`src/rtl/card_dma_pkg.sv`:
```
package card_dma_pkg;
   localparam int ST_READ    = 0;
   localparam int ST_PACK    = 1;
   localparam int ST_HOPPER  = 2;
   localparam int ST_ONLINE  = 3;
   localparam int ST_EXT_LO  = 4;
   localparam int ST_IE      = 6;
   localparam int ST_READY   = 7;
   localparam int ST_NXM     = 9;
   localparam int ST_LATE    = 10;
   localparam int ST_DERR    = 11;
   localparam int ST_OFFLINE = 12;
   localparam int ST_ERRSUM  = 15;

   typedef enum logic [1:0] {
      SEL_CTRL  = 2'd0,
      SEL_COUNT = 2'd1,
      SEL_ADDR  = 2'd2,
      SEL_BUF   = 2'd3
   } reg_sel_e;

   typedef struct packed {
      logic fmt_err;
      logic late;
      logic nxm;
   } err_flags_t;
endpackage

```
`src/rtl/card_col_fmt.sv`:
```
module card_col_fmt #(
   parameter int DW     = 16,
   parameter int ZONE_W = 12
) (
   input  logic [ZONE_W-1:0] zones,
   input  logic              pack,
   output logic [DW-1:0]     fmt,
   output logic              multi_punch
);
   localparam int SINGLE_ROWS = 7;
   localparam int CODE_W      = 3;

   if (ZONE_W != 12) begin : g_zone_bad
      $error("card_col_fmt: ZONE_W must be 12");
   end
   if (DW < ZONE_W) begin : g_dw_bad
      $error("card_col_fmt: DW must hold a raw column");
   end

   // hit[k-1] set when single-punch row k (1..7) is punched
   logic [SINGLE_ROWS-1:0] hit;
   for (genvar k = 1; k <= SINGLE_ROWS; k++) begin : g_hit
      assign hit[k-1] = zones[9-k];
   end

   logic [CODE_W-1:0] code;
   always_comb begin
      code = '0;
      for (int k = 1; k <= SINGLE_ROWS; k++) begin
         if (hit[k-1]) code = CODE_W'(k);
      end
   end

   assign multi_punch = ($countones(hit) > 1);

   logic [7:0] packed_byte;
   assign packed_byte = {zones[11], zones[10], zones[9], zones[0], zones[1], code};

   assign fmt = pack ? {{(DW-8){1'b0}}, packed_byte}
                     : {{(DW-ZONE_W){1'b0}}, zones};
endmodule

```
`src/rtl/card_xfer_engine.sv`:
```
module card_xfer_engine
   import card_dma_pkg::*;
#(
   parameter int DW    = 16,
   parameter int EXT_W = 2
) (
   input  logic             clk,
   input  logic             rst_n,
   input  logic             wr_ctrl,
   input  logic             wr_count,
   input  logic             wr_addr,
   input  logic [DW-1:0]    wdata,
   input  logic             col_strobe,
   input  logic [DW-1:0]    col_fmt,
   input  logic             multi_punch,
   input  logic             dma_ack,
   input  logic             dma_err,
   output logic             ready,
   output logic             busy,
   output logic             pack,
   output logic [EXT_W-1:0] ext,
   output logic [DW-1:0]    count,
   output logic [DW-1:0]    addr,
   output logic [DW-1:0]    dbuf,
   output err_flags_t       errs,
   output logic             req,
   output logic             start,
   output logic             done
);
   localparam int XA_W = DW + EXT_W;

   logic             ready_q, busy_q, pack_q, req_q;
   logic [EXT_W-1:0] ext_q;
   logic [DW-1:0]    count_q, addr_q, dbuf_q;
   err_flags_t       errs_q;

   logic            accept, late_hit, fmt_err, ack_ok, nxm_hit, last_col;
   logic [DW-1:0]   cnt_nxt;
   logic [XA_W-1:0] xa_nxt;

   always_comb begin
      start    = wr_ctrl & wdata[ST_READ] & ready_q;
      accept   = busy_q & col_strobe & ~req_q;
      late_hit = busy_q & col_strobe & req_q;
      fmt_err  = accept & pack_q & multi_punch;
      ack_ok   = req_q & dma_ack & ~dma_err;
      nxm_hit  = req_q & dma_err;
      cnt_nxt  = count_q + DW'(1);
      xa_nxt   = {ext_q, addr_q} + (pack_q ? XA_W'(1) : XA_W'(2));
      last_col = ack_ok & (cnt_nxt == '0);
      done     = busy_q & (late_hit | fmt_err | nxm_hit | last_col);
   end

   always_ff @(posedge clk or negedge rst_n) begin
      if (!rst_n) begin
         ready_q <= 1'b1;
         busy_q  <= 1'b0;
         pack_q  <= 1'b0;
         req_q   <= 1'b0;
         ext_q   <= '0;
         count_q <= '0;
         addr_q  <= '0;
         dbuf_q  <= '0;
         errs_q  <= '0;
      end else if (ready_q) begin
         if (wr_count) count_q <= wdata;
         if (wr_addr)  addr_q  <= wdata;
         if (wr_ctrl) begin
            ext_q  <= wdata[ST_EXT_LO +: EXT_W];
            pack_q <= wdata[ST_PACK];
         end
         if (start) begin
            ready_q <= 1'b0;
            busy_q  <= 1'b1;
            errs_q  <= '0;
         end
      end else begin
         if (accept) dbuf_q <= col_fmt;
         if (accept && !fmt_err) req_q <= 1'b1;
         if (ack_ok || nxm_hit || late_hit) req_q <= 1'b0;
         if (ack_ok) begin
            count_q         <= cnt_nxt;
            {ext_q, addr_q} <= xa_nxt;
         end
         if (fmt_err)  errs_q.fmt_err <= 1'b1;
         if (late_hit) errs_q.late    <= 1'b1;
         if (nxm_hit)  errs_q.nxm     <= 1'b1;
         if (done) begin
            ready_q <= 1'b1;
            busy_q  <= 1'b0;
         end
      end
   end

   assign ready = ready_q;
   assign busy  = busy_q;
   assign pack  = pack_q;
   assign ext   = ext_q;
   assign count = count_q;
   assign addr  = addr_q;
   assign dbuf  = dbuf_q;
   assign errs  = errs_q;
   assign req   = req_q;
endmodule

```
`src/rtl/card_irq_gen.sv`:
```
module card_irq_gen (
   input  logic clk,
   input  logic rst_n,
   input  logic wr_ctrl,
   input  logic ie_wdata,
   input  logic ready,
   input  logic start,
   input  logic done,
   output logic ie,
   output logic irq
);
   logic ie_q, irq_q;

   always_ff @(posedge clk or negedge rst_n) begin
      if (!rst_n) begin
         ie_q  <= 1'b0;
         irq_q <= 1'b0;
      end else begin
         if (wr_ctrl) ie_q <= ie_wdata;
         irq_q <= (done & ie_q) | (wr_ctrl & ie_wdata & ready & ~start);
      end
   end

   assign ie  = ie_q;
   assign irq = irq_q;
endmodule

```
`src/rtl/card_dma_ctrl.sv`:
```
module card_dma_ctrl
   import card_dma_pkg::*;
#(
   parameter int DW     = 16,
   parameter int EXT_W  = 2,
   parameter int ZONE_W = 12
) (
   input  logic                clk,
   input  logic                rst_n,
   input  logic [1:0]          reg_sel,
   input  logic                reg_wr,
   input  logic [DW-1:0]       reg_wdata,
   output logic [DW-1:0]       reg_rdata,
   input  logic                col_strobe,
   input  logic [ZONE_W-1:0]   col_zones,
   input  logic                rdr_offline,
   input  logic                rdr_online,
   input  logic                rdr_hopper_chk,
   output logic                dma_req,
   output logic [DW+EXT_W-1:0] dma_addr,
   output logic [DW-1:0]       dma_data,
   output logic                dma_byte,
   input  logic                dma_ack,
   input  logic                dma_err,
   output logic                irq
);
   if (DW != 16) begin : g_dw_bad
      $error("card_dma_ctrl: status layout needs DW == 16");
   end
   if (EXT_W != 2) begin : g_ext_bad
      $error("card_dma_ctrl: status layout needs EXT_W == 2");
   end

   logic wr_ctrl, wr_count, wr_addr;
   assign wr_ctrl  = reg_wr & (reg_sel == SEL_CTRL);
   assign wr_count = reg_wr & (reg_sel == SEL_COUNT);
   assign wr_addr  = reg_wr & (reg_sel == SEL_ADDR);

   logic [DW-1:0]    fmt_w, count_w, addr_w, dbuf_w;
   logic             multi_w, ready_w, busy_w, pack_w, req_w, start_w, done_w, ie_w;
   logic [EXT_W-1:0] ext_w;
   err_flags_t       errs_w;

   card_col_fmt #(.DW(DW), .ZONE_W(ZONE_W)) u_fmt (
      .zones       (col_zones),
      .pack        (pack_w),
      .fmt         (fmt_w),
      .multi_punch (multi_w)
   );

   card_xfer_engine #(.DW(DW), .EXT_W(EXT_W)) u_eng (
      .clk         (clk),
      .rst_n       (rst_n),
      .wr_ctrl     (wr_ctrl),
      .wr_count    (wr_count),
      .wr_addr     (wr_addr),
      .wdata       (reg_wdata),
      .col_strobe  (col_strobe),
      .col_fmt     (fmt_w),
      .multi_punch (multi_w),
      .dma_ack     (dma_ack),
      .dma_err     (dma_err),
      .ready       (ready_w),
      .busy        (busy_w),
      .pack        (pack_w),
      .ext         (ext_w),
      .count       (count_w),
      .addr        (addr_w),
      .dbuf        (dbuf_w),
      .errs        (errs_w),
      .req         (req_w),
      .start       (start_w),
      .done        (done_w)
   );

   card_irq_gen u_irq (
      .clk      (clk),
      .rst_n    (rst_n),
      .wr_ctrl  (wr_ctrl),
      .ie_wdata (reg_wdata[ST_IE]),
      .ready    (ready_w),
      .start    (start_w),
      .done     (done_w),
      .ie       (ie_w),
      .irq      (irq)
   );

   logic [DW-1:0] status;
   always_comb begin
      status                          = '0;
      status[ST_ERRSUM]               = errs_w.fmt_err | errs_w.late | errs_w.nxm;
      status[ST_OFFLINE]              = rdr_offline;
      status[ST_DERR]                 = errs_w.fmt_err;
      status[ST_LATE]                 = errs_w.late;
      status[ST_NXM]                  = errs_w.nxm;
      status[ST_READY]                = ready_w;
      status[ST_IE]                   = ie_w;
      status[ST_EXT_LO +: EXT_W]      = ext_w;
      status[ST_ONLINE]               = rdr_online;
      status[ST_HOPPER]               = rdr_hopper_chk;
      status[ST_PACK]                 = pack_w;
      status[ST_READ]                 = busy_w;
   end

   always_comb begin
      unique case (reg_sel)
         SEL_CTRL:  reg_rdata = status;
         SEL_COUNT: reg_rdata = count_w;
         SEL_ADDR:  reg_rdata = addr_w;
         default:   reg_rdata = dbuf_w;
      endcase
   end

   assign dma_req  = req_w;
   assign dma_addr = {ext_w, addr_w};
   assign dma_data = dbuf_w;
   assign dma_byte = pack_w;
endmodule

```
`config.mk`:
```
export PLATFORM = sky130hd
export DESIGN_NAME = card_dma_ctrl
export DESIGN_NICKNAME = d
export VERILOG_FILES = /design/src/rtl/card_dma_pkg.sv /design/src/rtl/card_col_fmt.sv /design/src/rtl/card_xfer_engine.sv /design/src/rtl/card_irq_gen.sv /design/src/rtl/card_dma_ctrl.sv
export SDC_FILE = /design/constraint.sdc
export NUM_CORES = 1
export LEC_CHECK = 0
export BUFFER_PORTS_ARGS = -buffer_cell sky130_fd_sc_hd__buf_4
export CAP_MARGIN = 5
export CORE_ASPECT_RATIO = 1.4
export CORE_MARGIN = 8
export CORE_UTILIZATION = 55
export DETAILED_ROUTE_END_ITERATION = 8
export GPL_ROUTABILITY_DRIVEN = 0
export PLACE_DENSITY = 0.87
export SLEW_MARGIN = 20
export SYNTH_ARGS = -nofsm -noshare
export SYNTH_HDL_FRONTEND = slang
export SYNTH_SLANG_ARGS = --single-unit
export TNS_END_PERCENT = 30
```
`constraint.sdc`:
```
create_clock -name clk -period 2.15 [get_ports clk]
set_input_delay 0.3225 -clock clk [delete_from_list [all_inputs] [get_ports clk]]
set_output_delay 0.3225 -clock clk [all_outputs]
set_load 0.02 [all_outputs]
```
# ---- Word level (Yosys, flattened, before mapping)
# Index checks and enable logic that the tools add are counted.
dict set report op_classes {
  add_sub_neg 8
  n_mul 0
  div 0
  order_cmp 1
  eq_ne 6
  shift 0
  mux 32
  bitwise_logic 29
  reduce_logical 22
}
# operator count
set ops {}
lappend ops {{$mux 16} 6}
lappend ops {{$add 32x32->32} 2}
lappend ops {{$pmux 16 s3} 1}
lappend ops {{$add 32x1->32} 1}
lappend ops {{$gt 32x2->1 const B} 1}
lappend ops {{$reduce_and 2->1} 10}
lappend ops {{$and 1x1->1} 19}
lappend ops {{$add 18x18->18} 1}
lappend ops {{$mux 3} 6}
lappend ops {{$add 16x1->16 const B} 1}
lappend ops {{$logic_not 16->1} 1}
lappend ops {{$mux 1} 12}
lappend ops {{$mux 12} 1}
lappend ops {{$mux 2} 6}
lappend ops {{$reduce_bool 2->1} 6}
lappend ops {{$ne 2x1->1 const B} 4}
lappend ops {{$add 1x1->2} 3}
lappend ops {{$or 1x1->1} 6}
lappend ops {{$not 1->1} 4}
lappend ops {{$eq 2x1->1 const B} 1}
lappend ops {{$eq 2x2->1 const B} 1}
lappend ops {{$logic_not 2->1} 1}
lappend ops {{$logic_or 1x1->1} 2}
lappend ops {{$logic_and 1x1->1} 1}
lappend ops {{$logic_not 1->1} 1}
dict set report totals {
  regBits 59
  latchBits 0
  ram_bits 0
  mem_bits_ro 0
  inputBits 39
  output_inout_bits 53
  elab_cells 111
  memories 0
}

# ---- Longest topological paths before layout
dict set report depth {
  word_depth 11
  ltp_mapped 11
}

# ---- Hierarchy
# A second synthesis with hierarchy kept.
dict set report unflattened {
  cells_unflattened 442
  hier_area_um2 4101.4
}
# mod instances cells_per_inst area_each_um2
set modules_own_cells {}
lappend modules_own_cells {card_xfer_engine 1 361 3281.9}
lappend modules_own_cells {card_dma_ctrl 1 31 435.4}
lappend modules_own_cells {card_col_fmt 1 44 302.8}
lappend modules_own_cells {card_irq_gen 1 6 81.3}

# ---- Worst setup path before layout
# OpenSTA, ideal clock, no wires.
dict set report synth_path {
  kind {input to register}
  startpoint {input col_zones[3]}
  endpoint {register u_eng.busy_q (netlist: u_eng.busy)}
  setup_ns 0.123
  t_arrival_ns 2.497
  required_time_ns 2.027
  slack_ns -0.470
  stages 11
  path_cell_list {ha_1 inv_1 fa_1 inv_1 ha_1 fa_1 mux2i_1 o21ai_0 o21ai_0 a31oi_1 o2bb2a_2}
}
dict set report synth_between {
  elab_chain_cells 11
}
# item line_no
set synth_rtl {}
lappend synth_rtl {{start: declaration} card_dma_ctrl.sv:15} ;# input logic [ZONE_W-1:0] col_zones,
lappend synth_rtl {{$add 1x1->2 (implied by the code)} card_col_fmt.sv:34} ;# assign multi_punch = ($countones(hit) > 1);
lappend synth_rtl {{$add 32x1->32 (implied by the code)} card_col_fmt.sv:34}
lappend synth_rtl {{$add 32x32->32 (implied by the code)} card_col_fmt.sv:34}
lappend synth_rtl {{$gt 32x2->1} card_col_fmt.sv:34}
lappend synth_rtl {{$and 1x1->1} card_xfer_engine.sv:45} ;# fmt_err = accept & pack_q & multi_punch;
lappend synth_rtl {{$or 1x1->1 (3 in series)} card_xfer_engine.sv:51} ;# done = busy_q & (late_hit | fmt_err | nxm_hit | last_col);
lappend synth_rtl {{$and 1x1->1} card_xfer_engine.sv:51}
lappend synth_rtl {{$reduce_bool 2->1 (no line)} -}
lappend synth_rtl {{$reduce_and 2->1 (no line)} -}
lappend synth_rtl {{end signal: assignment} card_xfer_engine.sv:57} ;# busy_q <= 1'b0;
lappend synth_rtl {{end signal: assignment} card_xfer_engine.sv:74} ;# busy_q <= 1'b1;
lappend synth_rtl {{end signal: assignment} card_xfer_engine.sv:90} ;# busy_q <= 1'b0;
lappend synth_rtl {{end: declaration} card_xfer_engine.sv:32} ;# logic ready_q, busy_q, pack_q, req_q;
# Every way passes these cells.
# A chain may end at the register's enable or synchronous reset.

# ---- Worst setup path in the final report
dict set report layout_path {
  startpoint {input col_zones[5]}
  endpoint {register u_irq.irq_q (netlist: u_irq.irq)}
}
dict set report layout_between {
  elab_chain_cells 11
}
# item line_no
set layout_rtl {}
lappend layout_rtl {{$add 1x1->2 (implied by the code)} card_col_fmt.sv:34}
lappend layout_rtl {{$add 32x32->32 (implied by the code) (2 in series)} card_col_fmt.sv:34}
lappend layout_rtl {{$gt 32x2->1} card_col_fmt.sv:34}
lappend layout_rtl {{$and 1x1->1} card_xfer_engine.sv:45}
lappend layout_rtl {{$or 1x1->1 (3 in series)} card_xfer_engine.sv:51}
lappend layout_rtl {{$and 1x1->1} card_xfer_engine.sv:51}
lappend layout_rtl {{$and 1x1->1} card_irq_gen.sv:20} ;# irq_q <= (done & ie_q) | (wr_ctrl & ie_wdata & ready & ~start);
lappend layout_rtl {{$or 1x1->1} card_irq_gen.sv:20}
lappend layout_rtl {{end signal: assignment} card_irq_gen.sv:20}
lappend layout_rtl {{end: declaration} card_irq_gen.sv:12} ;# logic ie_q, irq_q;
# Every way passes these cells.

==> impl_metrics.csv <==
group,metric,value,unit
drt,number_of_vias_after_detailed_routing,4175,
cts,tritoncts_num_sinks,55,
drt,detail_route.wirelength,13.40,mm
drt,post_drt_wl_per_cell,20.80,microns
critical_path,cp_slowest_cell,"fa_1",
sta,fin_skew,9.477,ps
synth,synth_cell_types,61,
cts,cts_inserted_buffers,5,
critical_path,worstPathArrival,2600,ps
synth,yosysWarningCount,0,
placed_design,detailedPlacementHpwl,9.976,mm
synth,synth_fa_ha_area_share,5.090,%
placed_design,port_buffers,87,
pwr,cell_area_power_density,1360,mW/mm^2
cts,ctsRootBufferMaster,"clkbuf_8",
floorplan,num_io_pins,92,
synth,synth-compound-area-share,18.09,%
cts,cts-hold-fix-buffers,0,
layout,layout_commonest_cell,"buf_4",
critical_path,timing_worst_setup_path_type,"primary input to flip-flop",
synth,synth_top_family_by_area,"simple AND/OR/NAND/NOR gates",
layout,final_layout_size_suffix_gt1_share,32.36,%
drt,remaining_routing_drc_violations,0,
synth,count_of_state_elements_after_synthesis,55,
layout,mostFrequentLayoutCells,"buf_4, dfrtp_1, nand2_1",
hold_path,min-delay-path-class,"primary input to asynchronous set/reset pin",
sta,slew_headroom,52.47,%
sta,maxSlewViolCount,0,
cts,clk_path_buf_depth,2,
sta,timing.setup.tns,-567.5,ps
synth,proportion_of_netlist_area_held_by_the_largest_area_contributor,33.52,%
sta,finalCriticalPeriod,2356,ps
layout,register_area,0.001378,sq mm
cts,clk_latency,340,ps
placed_design,pre_cts_slack,-640.9,ps
cts,tritoncts_clock_tree,"built",
synth,ys_seq_area_share,34.17,%
critical_path,path_cells,"buf_8 > ha_4 > inv_2 > fa_1 > inv_1 > ha_2 > fa_2 > mux2i_1 > o21ai_2 > o21ai_2 > a31oi_4 > o32ai_2",
run_status,outcome,"finished with violations",
grt,first_pass_grt_wire_length,21.38,mm
floorplan,core_area,0.007222,sq mm
critical_path,path_common_cell,"o21ai_2",
critical_path,reg2reg_setup_slack,20,ps
pwr,ir_worst_vdd,0.7689,mV
critical_path,crit-reg2reg-capture,"u_eng.ext[1]",
sta,final_critical_path_setup_slack,-206.2,ps
drt,dr.pass1.iters,8,
sta,setup_repair_after_global_routing_missed_its_margin,"true",
floorplan,chipWidth,88.36,microns
run_status,violations,"setup timing",
layout,area_growth,27.13,%
floorplan,fp-row-count,37,
grt,initial_antenna_violation_count,0,
synth,ys.flop_type,"dfrtp_1",
critical_path,element_type_at_the_critical_path_end,"flip-flop",
critical_path,crit_path_max_incr_delay,490,ps
floorplan,fp.dieArea,0.01036,sq mm
run,timing.max_cap.violations,0,
synth,synthesis.instances,444,
floorplan,initial_utilization,55.82,%
floorplan,height_of_the_die,117.3,microns
synth,synth-edff-count,0,
synth,area_of_the_mapped_netlist,0.004031,sq mm
drt,postRouteAntennaNets,0,
sta,final_min_period_over_clock_period,109.6,%
sta,max_clock_freq,424.4,MHz
critical_path,reg2reg_from,"u_eng.pack",
sta,setup_viol,3,
cts,clock_transition_time_at_the_flip_flop_clock_pins_of_the_worst_setup_and_hold_paths,100,ps
synth,synth.mux.area_fraction,12.32,%
critical_path,setup.worst_path.start_class,"primary input",
grt,pin_count_of_the_biggest_net_entering_global_routing,56,
synth,post_synth_xor_area_fraction,0.6518,%
synth,synth_area_leaders,"dfrtp_1, mux4_2, mux2i_1",
drt,route.detailed.vias_per_inst,6.483,
critical_path,worst-path-max-fanout,3,
sta,hold_viol_final,0,
layout,insertedDiodeCount,0,
grt,grt-ovfl-total,0,
synth,async_reset_ff_share,100.0,%
grt,vias_in_the_first_global_route,4221,
critical_path,worst-r2r-cell-count,8,
layout,multi_input_area,0.002460,sq mm
critical_path,cp_data_required_time,2390,ps
grt,grt_use_total,26.54,%
cts,cts_max_level,2,
layout,fillCellCount,540,
synth,synth_largest_area_cell,"dfrtp_1",
layout,layout.nets,599,
sta,max_slew.worst_pin.slew,712.9,ps
synth,synth_area_per_cell,9.080,sq um
synth,synthSimpleGateAreaFrac,22.53,%
drt,drtIter0Drc,494,
pwr,static-leakage-power,0.002325,uW
-- through the flow --
stage | instances | total power (uW) | hold slack [ps] | util [%] | cell area (sq um)
2_1_floorplan | 447 | 4504 | 26.91 | - | 4076
3_3_place_gp | 635 | 5841 | 412.6 | 68.14 | 4921
3_5_place_dp | 635 | 5974 | 417.5 | 68.14 | 4921
4_1_cts | 644 | 6856 | 65.45 | 70.62 | 5100
5_1_grt | 644 | 7394 | 78.64 | 70.96 | 5125
6_report | 644 | 6971 | 25.92 | 70.96 | 5125
-- metal layers --
layer  track usage (%)  share of wire (%)
met1             28.66                 34
met5                 0                  0
met4             16.47                6.7
met2             43.98                 50
met3             7.198                8.8
-- report_power, final --
group          internal, uW  leakage (uW)  switching, uW  total [uW]
clock network           466     0.0000654            369         835
logic                  1740       0.00156           2160        3900
registers              1490      0.000701            741        2240
total                  3700       0.00233           3270        6970
-- how the worst max path moves through the flow --
stage,startpoint,to,slack (ps),cells past startpoint
2_1_floorplan,col_zones[6],u_eng.busy,-350,11
3_5_place_dp,col_zones[6],u_eng.busy,-640,12
4_1_cts,col_zones[5],u_irq.irq,-160,12
3_3_place_gp,col_zones[6],u_eng.busy,-530,12
6_report,col_zones[5],u_irq.irq,-210,12
5_1_grt,col_zones[5],u_irq.irq,-300,12
-- worst max-delay path, delay by kind of cell --
family	cells	cell delay [ps]
AO/OA/AOI/OAI	4	620
multiplexers	1	210
adder cells (fa/ha/maj)	4	1250
buffers and inverters	3	180
-- flip-flops by register name, indices dropped and copies added (netlist names) --
register	flops
u_eng.busy	1
u_eng.addr	16
u_eng.count	16
u_eng.pack	1
u_eng.dbuf	12
u_eng.errs	3
u_irq.ie	1
u_irq.irq	1
u_eng.ext	2
u_eng.ready	1
u_eng.req	1
-- cell usage after synthesis, drive strengths merged (4+ instances only) --
master and n:
nand4 4, o21ai 31, nor2b 4, nor3 10, dfrtp 54, clkbuf 14
a21oi 34, nand2 50, mux2 4, and2 7, nand3 37, a22o 7
buf 19, and3 5, mux4 11, nor2 33, fa 4, a31oi 5
inv 14, ha 10, mux2i 20, o22ai 24
-- cell families after synthesis --
group | Yosys count
multiplexers | 35
AND/OR/NAND/NOR | 167
adder cells (fa/ha/maj) | 14
flip-flops | 55
other | 1
AO/OA/AOI/OAI | 120
XOR/XNOR | 3
buffers and inverters | 49
-- final cells by class --
cell class | count | share of cell area, %
multi-input combinational | 343 | 48.00
clock inverter | 2 | 1.172
tap | 97 | 2.368
timing repair buffer | 126 | 19.07
sequential | 55 | 26.88
inverter | 15 | 1.099
clock buffer | 6 | 1.416
-- what timing repair did --
item | 4_1_cts | 5_1_grt
gates resized for setup | 9 | 4
setup buffers | 1 | 0
pin swaps | 5 | 3
setup endpoints to repair | 5 | 9
(Power assumes the default switching activity.)
